## src/rtl/rtc_pkg.sv

```systemverilog
package rtc_pkg;

   // word index of each register (byte offset >> 2); decode depends on these
   localparam logic [1:0] IDX_CTRL   = 2'd0;
   localparam logic [1:0] IDX_PRESET = 2'd1;
   localparam logic [1:0] IDX_LIMIT  = 2'd2;
   localparam logic [1:0] IDX_COUNT  = 2'd3;

   // one-hot register write strobes
   typedef struct packed {
      logic ctrl;
      logic preset;
      logic limit;
   } rtc_wsel_t;

endpackage

```

## src/rtl/rtc_edge_qual.sv

```systemverilog
module rtc_edge_qual (
   input  logic clk,
   input  logic rst_n,
   input  logic level_in,
   output logic rise_stb
);

   logic prev_q;

   always_ff @(posedge clk) begin
      if (!rst_n) prev_q <= 1'b0;
      else        prev_q <= level_in;
   end

   assign rise_stb = level_in & ~prev_q;

endmodule

```

## src/rtl/rtc_regfile.sv

```systemverilog
module rtc_regfile
   import rtc_pkg::*;
#(
   parameter int ADDR_W = 4,
   parameter int DATA_W = 32,
   parameter int LIM_W  = 32,
   parameter int CNT_W  = 32
) (
   input  logic              clk,
   input  logic              rst_n,
   input  logic              bus_wr,
   input  logic [ADDR_W-1:0] bus_addr,
   input  logic [DATA_W-1:0] bus_wdata,
   input  logic [CNT_W-1:0]  count_val,
   output rtc_wsel_t         wsel,
   output logic              run_en,
   output logic [LIM_W-1:0]  limit_val,
   output logic [DATA_W-1:0] bus_rdata
);

   logic       in_map;
   logic [1:0] idx;

   assign idx = bus_addr[3:2];

   generate
      if (ADDR_W > 4) begin : g_upper
         assign in_map = (bus_addr[1:0] == 2'b00) && (bus_addr[ADDR_W-1:4] == '0);
      end else begin : g_flat
         assign in_map = (bus_addr[1:0] == 2'b00);
      end
   endgenerate

   always_comb begin
      wsel        = '0;
      wsel.ctrl   = bus_wr && in_map && (idx == IDX_CTRL);
      wsel.preset = bus_wr && in_map && (idx == IDX_PRESET);
      wsel.limit  = bus_wr && in_map && (idx == IDX_LIMIT);
   end

   always_ff @(posedge clk) begin
      if (!rst_n) begin
         run_en    <= 1'b0;
         limit_val <= '0;
      end else begin
         if (wsel.ctrl)  run_en    <= bus_wdata[0];
         if (wsel.limit) limit_val <= bus_wdata[LIM_W-1:0];
      end
   end

   always_comb begin
      bus_rdata = '0;
      if (in_map) begin
         unique case (idx)
            IDX_CTRL:   bus_rdata[0]         = run_en;
            IDX_PRESET: bus_rdata            = '0;
            IDX_LIMIT:  bus_rdata[LIM_W-1:0] = limit_val;
            IDX_COUNT:  bus_rdata[CNT_W-1:0] = count_val;
            default:    bus_rdata            = '0;
         endcase
      end
   end

endmodule

```

## src/rtl/rtc_prescaler.sv

```systemverilog
module rtc_prescaler #(
   parameter int LIM_W = 32
) (
   input  logic             clk,
   input  logic             rst_n,
   input  logic             run_en,
   input  logic             stb,
   input  logic             restart,
   input  logic [LIM_W-1:0] limit_val,
   output logic [LIM_W-1:0] phase,
   output logic             tick
);

   logic at_limit;

   assign at_limit = (phase == limit_val);
   assign tick     = run_en && stb && !restart && at_limit;

   always_ff @(posedge clk) begin
      if (!rst_n)              phase <= '0;
      else if (restart)        phase <= '0;
      else if (run_en && stb)  phase <= at_limit ? '0 : phase + 1'b1;
   end

endmodule

```

## src/rtl/rtc_time_counter.sv

```systemverilog
module rtc_time_counter #(
   parameter int CNT_W = 32
) (
   input  logic             clk,
   input  logic             rst_n,
   input  logic             preset,
   input  logic [CNT_W-1:0] preset_val,
   input  logic             tick,
   output logic [CNT_W-1:0] count
);

   always_ff @(posedge clk) begin
      if (!rst_n)      count <= '0;
      else if (preset) count <= preset_val;
      else if (tick)   count <= count + 1'b1;
   end

endmodule

```

## src/rtl/prescaled_rtc.sv

```systemverilog
module prescaled_rtc
   import rtc_pkg::*;
#(
   parameter int ADDR_W      = 4,
   parameter int DATA_W      = 32,
   parameter int LIM_W       = 32,
   parameter int CNT_W       = 32,
   parameter bit EDGE_DETECT = 1'b0
) (
   input  logic              clk,
   input  logic              rst_n,
   input  logic              rtc_in,
   input  logic              bus_wr,
   input  logic [ADDR_W-1:0] bus_addr,
   input  logic [DATA_W-1:0] bus_wdata,
   output logic [DATA_W-1:0] bus_rdata
);

   generate
      if (ADDR_W < 4)      begin : g_bad_addr  $error("ADDR_W must be at least 4"); end
      if (LIM_W > DATA_W)  begin : g_bad_limit $error("LIM_W exceeds DATA_W");      end
      if (CNT_W > DATA_W)  begin : g_bad_count $error("CNT_W exceeds DATA_W");      end
      if (LIM_W < 1 || CNT_W < 1) begin : g_bad_w $error("widths must be positive"); end
   endgenerate

   rtc_wsel_t        wsel;
   logic             run_en;
   logic [LIM_W-1:0] limit_val;
   logic [LIM_W-1:0] phase;
   logic [CNT_W-1:0] time_cnt;
   logic             stb;
   logic             cnt_tick;
   logic             restart;

   generate
      if (EDGE_DETECT) begin : g_edge
         rtc_edge_qual u_qual (
            .clk      (clk),
            .rst_n    (rst_n),
            .level_in (rtc_in),
            .rise_stb (stb)
         );
      end else begin : g_strobe
         assign stb = rtc_in;
      end
   endgenerate

   assign restart = wsel.limit | wsel.preset;

   rtc_regfile #(
      .ADDR_W (ADDR_W),
      .DATA_W (DATA_W),
      .LIM_W  (LIM_W),
      .CNT_W  (CNT_W)
   ) u_regs (
      .clk       (clk),
      .rst_n     (rst_n),
      .bus_wr    (bus_wr),
      .bus_addr  (bus_addr),
      .bus_wdata (bus_wdata),
      .count_val (time_cnt),
      .wsel      (wsel),
      .run_en    (run_en),
      .limit_val (limit_val),
      .bus_rdata (bus_rdata)
   );

   rtc_prescaler #(.LIM_W(LIM_W)) u_pre (
      .clk       (clk),
      .rst_n     (rst_n),
      .run_en    (run_en),
      .stb       (stb),
      .restart   (restart),
      .limit_val (limit_val),
      .phase     (phase),
      .tick      (cnt_tick)
   );

   rtc_time_counter #(.CNT_W(CNT_W)) u_cnt (
      .clk        (clk),
      .rst_n      (rst_n),
      .preset     (wsel.preset),
      .preset_val (bus_wdata[CNT_W-1:0]),
      .tick       (cnt_tick),
      .count      (time_cnt)
   );

endmodule

```

## config.mk

```make
export PLATFORM = sky130hd
export DESIGN_NAME = prescaled_rtc
export DESIGN_NICKNAME = d
export VERILOG_FILES = /design/src/rtl/rtc_pkg.sv /design/src/rtl/rtc_edge_qual.sv /design/src/rtl/rtc_regfile.sv /design/src/rtl/rtc_prescaler.sv /design/src/rtl/rtc_time_counter.sv /design/src/rtl/prescaled_rtc.sv
export SDC_FILE = /design/constraint.sdc
export NUM_CORES = 1
export LEC_CHECK = 0
export ABC_AREA = 1
export BUFFER_PORTS_ARGS = -buffer_cell sky130_fd_sc_hd__buf_2
export CAP_MARGIN = 20
export CELL_PAD_IN_SITES_DETAIL_PLACEMENT = 1
export CELL_PAD_IN_SITES_GLOBAL_PLACEMENT = 1
export CORE_ASPECT_RATIO = 1.25
export CORE_MARGIN = 5
export CORE_UTILIZATION = 43
export CTS_BUF_LIST = sky130_fd_sc_hd__clkbuf_8
export DETAILED_ROUTE_END_ITERATION = 8
export PLACE_DENSITY = 0.84
export SYNTH_ARGS = -nofsm -noshare
export SYNTH_HDL_FRONTEND = slang
export SYNTH_HIERARCHICAL = 1
export SYNTH_SLANG_ARGS = --single-unit
```

## constraint.sdc

```tcl
create_clock -name clk -period 2.4 [get_ports clk]
set_input_delay 0.48 -clock clk [delete_from_list [all_inputs] [get_ports clk]]
set_output_delay 0.48 -clock clk [all_outputs]
set_load 0.01 [all_outputs]
```

==> run summary, run 1 <==
The tools report the global-route wire length before repair as 36.5 mm. The final-report setup violation count was 0; the aggregate global routing overflow was 0. The starting density of the core is 44.0%, and the transition time at the pin with the least slew margin is 623 ps. The number of setup buffers added after CTS is 0, and the number of search-and-repair iterations in the first detailed-routing pass is 5.

Total die area: 17,900 µm². Startpoint of the worst setup timing path: u_pre/phase[9]$_SDFFE_PP0N_. For the via count of the first global-routing pass, the log shows 7,060.

The run gives 97 as the number of clock sinks. The DRC violation total after the first TritonRoute iteration is 502. The tools report the final worst setup slack as 296 ps. The die is 121 µm wide.

Row generation in the floorplan step produced 50 rows. The path class of the tightest hold or removal check is input port to register. In the routed design, unresolved DRC markers number 0. The tools report the worst clock skew on the final layout as 12.7 ps. Setup repair after global routing left no endpoint under its margin. For the gate count of the mapped netlist, the log shows 1,047. The layout-stage area growth over the synthesis result came out at 12.3%.

Of the cells placed in the final design, the portion with a size suffix greater than 1 is 19.9%. The logs give 0 for the hold violation count in the final report and 0 for the post-cts repair resize count. The tools report the number of antenna violations at the first check in global routing as 0. The worst register-to-register path has a setup slack of 300 ps. The worst setup path is captured at a register. The logs give 0.000186 V for the peak supply drop and 0.912 for the final weighted congestion of routability-driven global placement. The floorplan step defined a core boundary enclosing 15,000 µm². The run gives 0 as the antenna diode count. For the clock tree buffer depth, the log shows 2.

In this run the vertical extent of the chip is 149 µm. The power per cell area is 414 nW/µm², and the synthesized area per cell is 6.30 µm². After legalization and detailed placement, the total HPWL measured 17.4 mm. For the post-route antenna net violation count, the log shows 0. Master cell of the clock root buffer: clkbuf_8. The total wire length was 22.5 mm. Timing would allow up to 475 MHz.

The final critical path takes up 87.7% of the cycle. Maximum fanout along the worst path: 20. Entering global routing, the biggest net connects 65 pins.

At the placement stage, the worst setup path has a slack of 276 ps. The type of the worst setup path was register to register. Dividing the detail-routed wire length by the instance count gives 17.3 µm. TritonCTS built the clock tree. In the final design database the tool counted 1,155 nets. In this run the number of H-tree levels came out at 3.

In this run the tool buffered the top-level ports with 71 buffer cells. For the total I/O pin count, the log shows 72. STA classifies the critical path startpoint as a register.

In this run the cell area of the synthesized design comes to 6600 µm². The number of vias per cell after detailed routing was 5.31; the leakage power was 3.02 nW. Logic depth of the worst register-to-register path: 14. For this block, the via count after detailed routing is 6,901. Summed over all failing endpoints, the final setup total negative slack is 0 ps. At the worst endpoint, the required time is 2720 ps. The number of nets handed over by synthesis was 1,089. STA puts the critical path data arrival time at 2420 ps.

In this run, CTS created clock tree buffers numbering 9. For the total of max-cap violations, the log shows 0. The count of pins over their slew limit is 0, and the clock-pin slew on the worst setup and hold paths is 90 ps. In this run the tightest slew margin relative to its limit is 58.4%. The clock reaches the later pin of the worst-skew pair after 390 ps. Timing endpoint of the critical path: u_cnt/count[27]$_SDFFE_PN0P_. The run finished with clean final reports.

The end of the worst register-to-register path was u_cnt/count[27]$_SDFFE_PN0P_. After clock tree synthesis, the flow added hold-fix buffers numbering 0. Warning count from the yosys run: 6. Counting I/O delays and the setup requirement, the final critical path takes 2100 ps. Global routing consumed, over all layers together, 25.6% of the routing resources.

Startpoint of the worst-slack reg-to-reg timing path: u_pre/phase[9]$_SDFFE_PP0N_.
==> final cells by class <==
type	count	area, µm²
clock buffers	13	179
clock inverters	3	13.8
fillers	2122	7600
inverters	135	507
multi-input cells	776	3940
flip-flops and latches	97	1940
well taps	182	228
repair buffers	94	603
==> per-stage QoR <==
step | utilization [%] | hold WS [ps] | cells | power (mW) | area (µm²)
2_1_floorplan | - | 476 | 1047 | 1.88 | 6600
3_3_place_gp | 48.1 | 493 | 1284 | 2.00 | 7220
3_5_place_dp | 48.1 | 507 | 1284 | 2.01 | 7220
4_1_cts | 49.4 | 363 | 1300 | 3.09 | 7410
5_1_grt | 49.4 | 368 | 1300 | 3.20 | 7410
6_report | 49.4 | 391 | 1300 | 3.07 | 7410
==> worst min-delay path by stage <==
| stage | from | to | slack (ps) | cells past startpoint |
|---|---|---|---|---|
| 2_1_floorplan | u_regs/limit_val[28]$_SDFFE_PN0P_ | u_regs/limit_val[28]$_SDFFE_PN0P_ | 480 | 2 |
| 3_3_place_gp | u_regs/limit_val[28]$_SDFFE_PN0P_ | u_regs/limit_val[28]$_SDFFE_PN0P_ | 490 | 2 |
| 3_5_place_dp | u_regs/limit_val[28]$_SDFFE_PN0P_ | u_regs/limit_val[28]$_SDFFE_PN0P_ | 510 | 2 |
| 4_1_cts | bus_wdata[4] | u_cnt/count[4]$_SDFFE_PN0P_ | 360 | 3 |
| 5_1_grt | bus_wdata[4] | u_cnt/count[4]$_SDFFE_PN0P_ | 370 | 3 |
| 6_report | bus_wdata[4] | u_cnt/count[4]$_SDFFE_PN0P_ | 390 | 3 |
==> sequential cells by signal, summed over array words and instances (netlist names) <==
register,count
u_regs/limit_val,32
u_cnt/count,32
u_pre/phase,32
u_regs/run_en,1
==> power by group <==
group	internal [mW]	total (mW)	switching, mW
Sequential	1.63	1.66	0.0272
Combinational	0.108	0.317	0.209
Clock	0.485	1.10	0.611
==> critical path: stages, from the launching register on <==
cell and delay [ps]:
dfxtp_1 520, inv_2 40, nand2_1 60, nand2_1 50, nor2_1 120, nand2_1 80
nor2_2 110, nand3_2 120, nor3_1 170, buf_4 170, nand2_1 80, inv_2 100
buf_12 160, nand3_1 90, a21oi_1 140
==> layer usage <==
layer | GRT usage, % | routed length (µm) | up-vias
met5 | 0 | 0 | -
met4 | 10.8 | 747 | 0
met3 | 2.85 | 788 | 42
met2 | 45.6 | 11500 | 146
met1 | 31.1 | 9460 | 3305
li1 | - | - | 3408
==> cell usage in the layout (no fill, tap or decap), types with 2 or more instances in the layout <==
master    count
nor2_1      132
nand2_2      12
nand4_1      37
nor3_4        2
or2_2         5
nor3_1        8
nand2_4       3
buf_4        17
buf_2        71
dfxtp_1      97
xnor2_1      10
nand3_2       8
nand2_1     312
clkinv_2      2
a21oi_2       2
buf_12        6
nor2_2       37
a21oi_1      56
a22oi_1      23
o21ai_1       2
nor3_2        3
xor2_1       33
inv_1       114
nand3_1      49
a31oi_1       3
clkbuf_8     13
o21ai_0      13
ha_1          2
inv_2        21
nor2_4       18
(Power assumes the default switching activity.)
==> run 2: changes to the inputs <==
==> constraint.sdc (replaced) <==
create_clock -name clk -period 2.4 [get_ports clk]
set_input_delay 0.12 -clock clk [delete_from_list [all_inputs] [get_ports clk]]
set_output_delay 0.12 -clock clk [all_outputs]
set_load 0.01 [all_outputs]
==> run 2 against run 1 <==
Utilization is 0.36 points higher; sequential power barely moved; clock power is 25% higher; register-to-register slack lost 30 ps; hold slack got worse by 350 ps; non-clock buffer count is 2 higher; critical path depth shrank 3; final cell count grew 0.15%; clock skew is essentially flat; sequential share of layout area decreased by 0.19 points; final area grew 0.73%; critical path type unchanged.
==> run summary, run 2 (synthesis results as in run 1) <==
The tools report the hold violation count in the final report as 0. The via count of the first global-routing pass is 7,028, and the final setup TNS is 0 ps. Logic gate share of total power: 9.3%. Clock tree synthesis selected as its root buffer the cell clkbuf_8. In this run the post-CTS setup repair buffer count came out at 0. The top cell types in the final layout, fill and taps aside, are 312 x nand2_1, 132 x nor2_1, 114 x inv_1, 97 x dfxtp_1, 71 x buf_2.

Number of vias per cell after detailed routing: 5.27. The logs give 25.9% for the all-layer global routing usage and 72 for the total I/O pin count. Layout-stage area growth over the synthesis result: 13.1%. For the total die area, the log shows 17,900 µm².

The tools report the clock tree buffer depth as 2. After clock tree synthesis, the clock-pin slew on the worst setup and hold paths is 100 ps. The logs give 0 for the final-report setup violation count and 15,000 µm² for the total core area. The final net count is 1,157. The number of antenna violations at the first check in global routing is 0.

In this run the cell area measured after placement is 7200 µm². The HPWL after detailed placement came out at 17.6 mm. For the maximum number of pins on one net before global-route repair, the log shows 65. In this run the tightest slew margin relative to its limit is 70.7%. The antenna diode count came out at 0. Routability-driven placement finished with a final weighted congestion of 0.872.

The number of search-and-repair iterations in the first detailed-routing pass is 4. TritonCTS built the clock tree. For the total internal power, the log shows 2.48 mW.

At the pin with the least slew margin, the transition time is 436 ps. The run gives 2720 ps as the required time reported for the critical path endpoint. The most frequent standard cell in the layout excluding fill and tap cells is nand2_1. The first global-routing pass estimated 36.6 mm of wire.

Cells fill 49.7% of the core in the end. The tools report the worst slack at placement as 320 ps. The flow ran to the end, and the final reports show no timing, DRC or antenna violations. Per report_power, the clock group accounts for 41.0% of the total.

The tools report the clock insertion delay at the later pin of the skew report as 390 ps. For this block, the initial DRC count from the detailed router was 458. The run gives 44.0% as the starting density of the core. Per report_power, the sequential group accounts for 49.6% of the total. The peak supply drop is 0.000232 V, and the highest clock frequency the design can meet is 469 MHz. Row generation in the floorplan step produced 50 rows. The aggregate global routing overflow was 0; the final clock period utilization by the worst path was 88.9%. Net switching is 25.8% of the power. After detailed routing, the average wire length per cell comes to 17.5 µm. With fillers left out, the area of the finished cells amounts to 7460 µm². The count of buffers added on input and output ports is 71. From left edge to right edge, the die measures 121 µm. Between clock sinks in the finished design, the worst skew comes to 12.6 ps. The number of clock sinks came out at 97. The worst path meets setup with 267 ps of slack.

The die height works out to 149 µm. Counting I/O delays and the setup requirement, the final critical path takes 2130 ps. Worst hold path class: input port to register.

In the final layout, the registers with the most flip-flops are u_cnt/count: 32 flops, u_pre/phase: 32 flops, u_regs/limit_val: 32 flops. Of the cells placed in the final design, the portion with a size suffix greater than 1 is 20.0%. Summed over all cells, the static leakage comes to 3.05 nW.

The routed layout has 6,863 vias. STA classifies the critical path startpoint as a register. For this design the total switching power over the nets is 860 µW.

Max-cap violations in this run came to 0. For this run, design rule violations remaining after detail routing come to 0. Buffers inserted during clock tree synthesis total 9. The CTS H-tree depth was 3; the post-route antenna net violation count was 0.

The critical path is of the register to register type. The power per cell area is 447 nW/µm². The maximum fanout along the worst path works out to 16.

Setup repair after global routing left no endpoint under its margin. The logs give 0 for the count of pins over their slew limit and 2450 ps for the data arrival time of the critical path. The worst setup path is captured at a register. After detailed routing, the total wire length is 22.7 mm. The run gives 3.34 mW as the total design power.
## run 2: cell count changes in the layout (fill, tap and decap cells not counted), sizes merged
cell,previous run,this run
clkinv,3,2
clkbuf,13,11
dlygate4sd3,0,1
buf,94,95
bufinv,0,3
## run 2: power groups by stage
| stage | clock network (mW) | registers (mW) | logic [mW] |
|---|---|---|---|
| after detailed placement | 0 | 1.69 | 0.307 |
| after global routing | 1.45 | 1.66 | 0.342 |
| after global placement | 0 | 1.69 | 0.302 |
| after floorplan | 0 | 1.68 | 0.196 |
| final | 1.37 | 1.66 | 0.312 |
| after CTS | 1.40 | 1.66 | 0.310 |
## run 2: per-stage QoR
stage / hold WS, ps / cells
after detailed placement: 420 / 1285
after CTS: 20.2 / 1302
after global placement: 412 / 1285
after global routing: 40.2 / 1302
after floorplan: 218 / 1047
final: 36.6 / 1302
## run 2: routing by layer
layer,GRT usage (%),share of wire [%],vias to the layer above
met2,46.9,52,122
met5,0,0,-
met4,9.35,2.9,0
li1,-,-,3408
met1,31.5,42,3297
met3,2.51,3.1,36
## run 2: critical path, cell delays in order (launching register included)
cell,delay [ps]
dfxtp_1,480
xnor2_1,160
nand2_1,70
nor2_1,240
nand3_2,160
nor3_1,190
buf_4,190
nand2_1,90
inv_2,110
buf_12,150
nand3_1,80
a21oi_1,140
## run 2: layout make-up
type / count / area, µm²
tap: 182 / 228
clock inverter: 5 / 103
fill: 2115 / 7550
inverter: 135 / 507
multi-input combinational: 776 / 3940
clock buffer: 11 / 151
timing repair buffer: 96 / 596
sequential: 97 / 1940
## run 2: worst paths after layout
check                           slack (ps)                        startpoint  cells past startpoint                          endpoint
worst max-delay path                   270      u_pre/phase[21]$_SDFFE_PP0N_                     11      u_cnt/count[23]$_SDFFE_PN0P_
worst min-delay path                    40                      bus_wdata[6]                      3       u_cnt/count[6]$_SDFFE_PN0P_
worst max register to register         270      u_pre/phase[21]$_SDFFE_PP0N_                     11      u_cnt/count[23]$_SDFFE_PN0P_
worst min register to register         520  u_regs/limit_val[2]$_SDFFE_PN0P_                      2  u_regs/limit_val[2]$_SDFFE_PN0P_
## run 2: what timing repair did
| item | in CTS | in global routing |
|---|---|---|
| hold endpoints to repair | 1 | 0 |
| resized for setup | 0 | 0 |
| hold buffers | 1 | 0 |
| setup endpoints to repair | 0 | 0 |
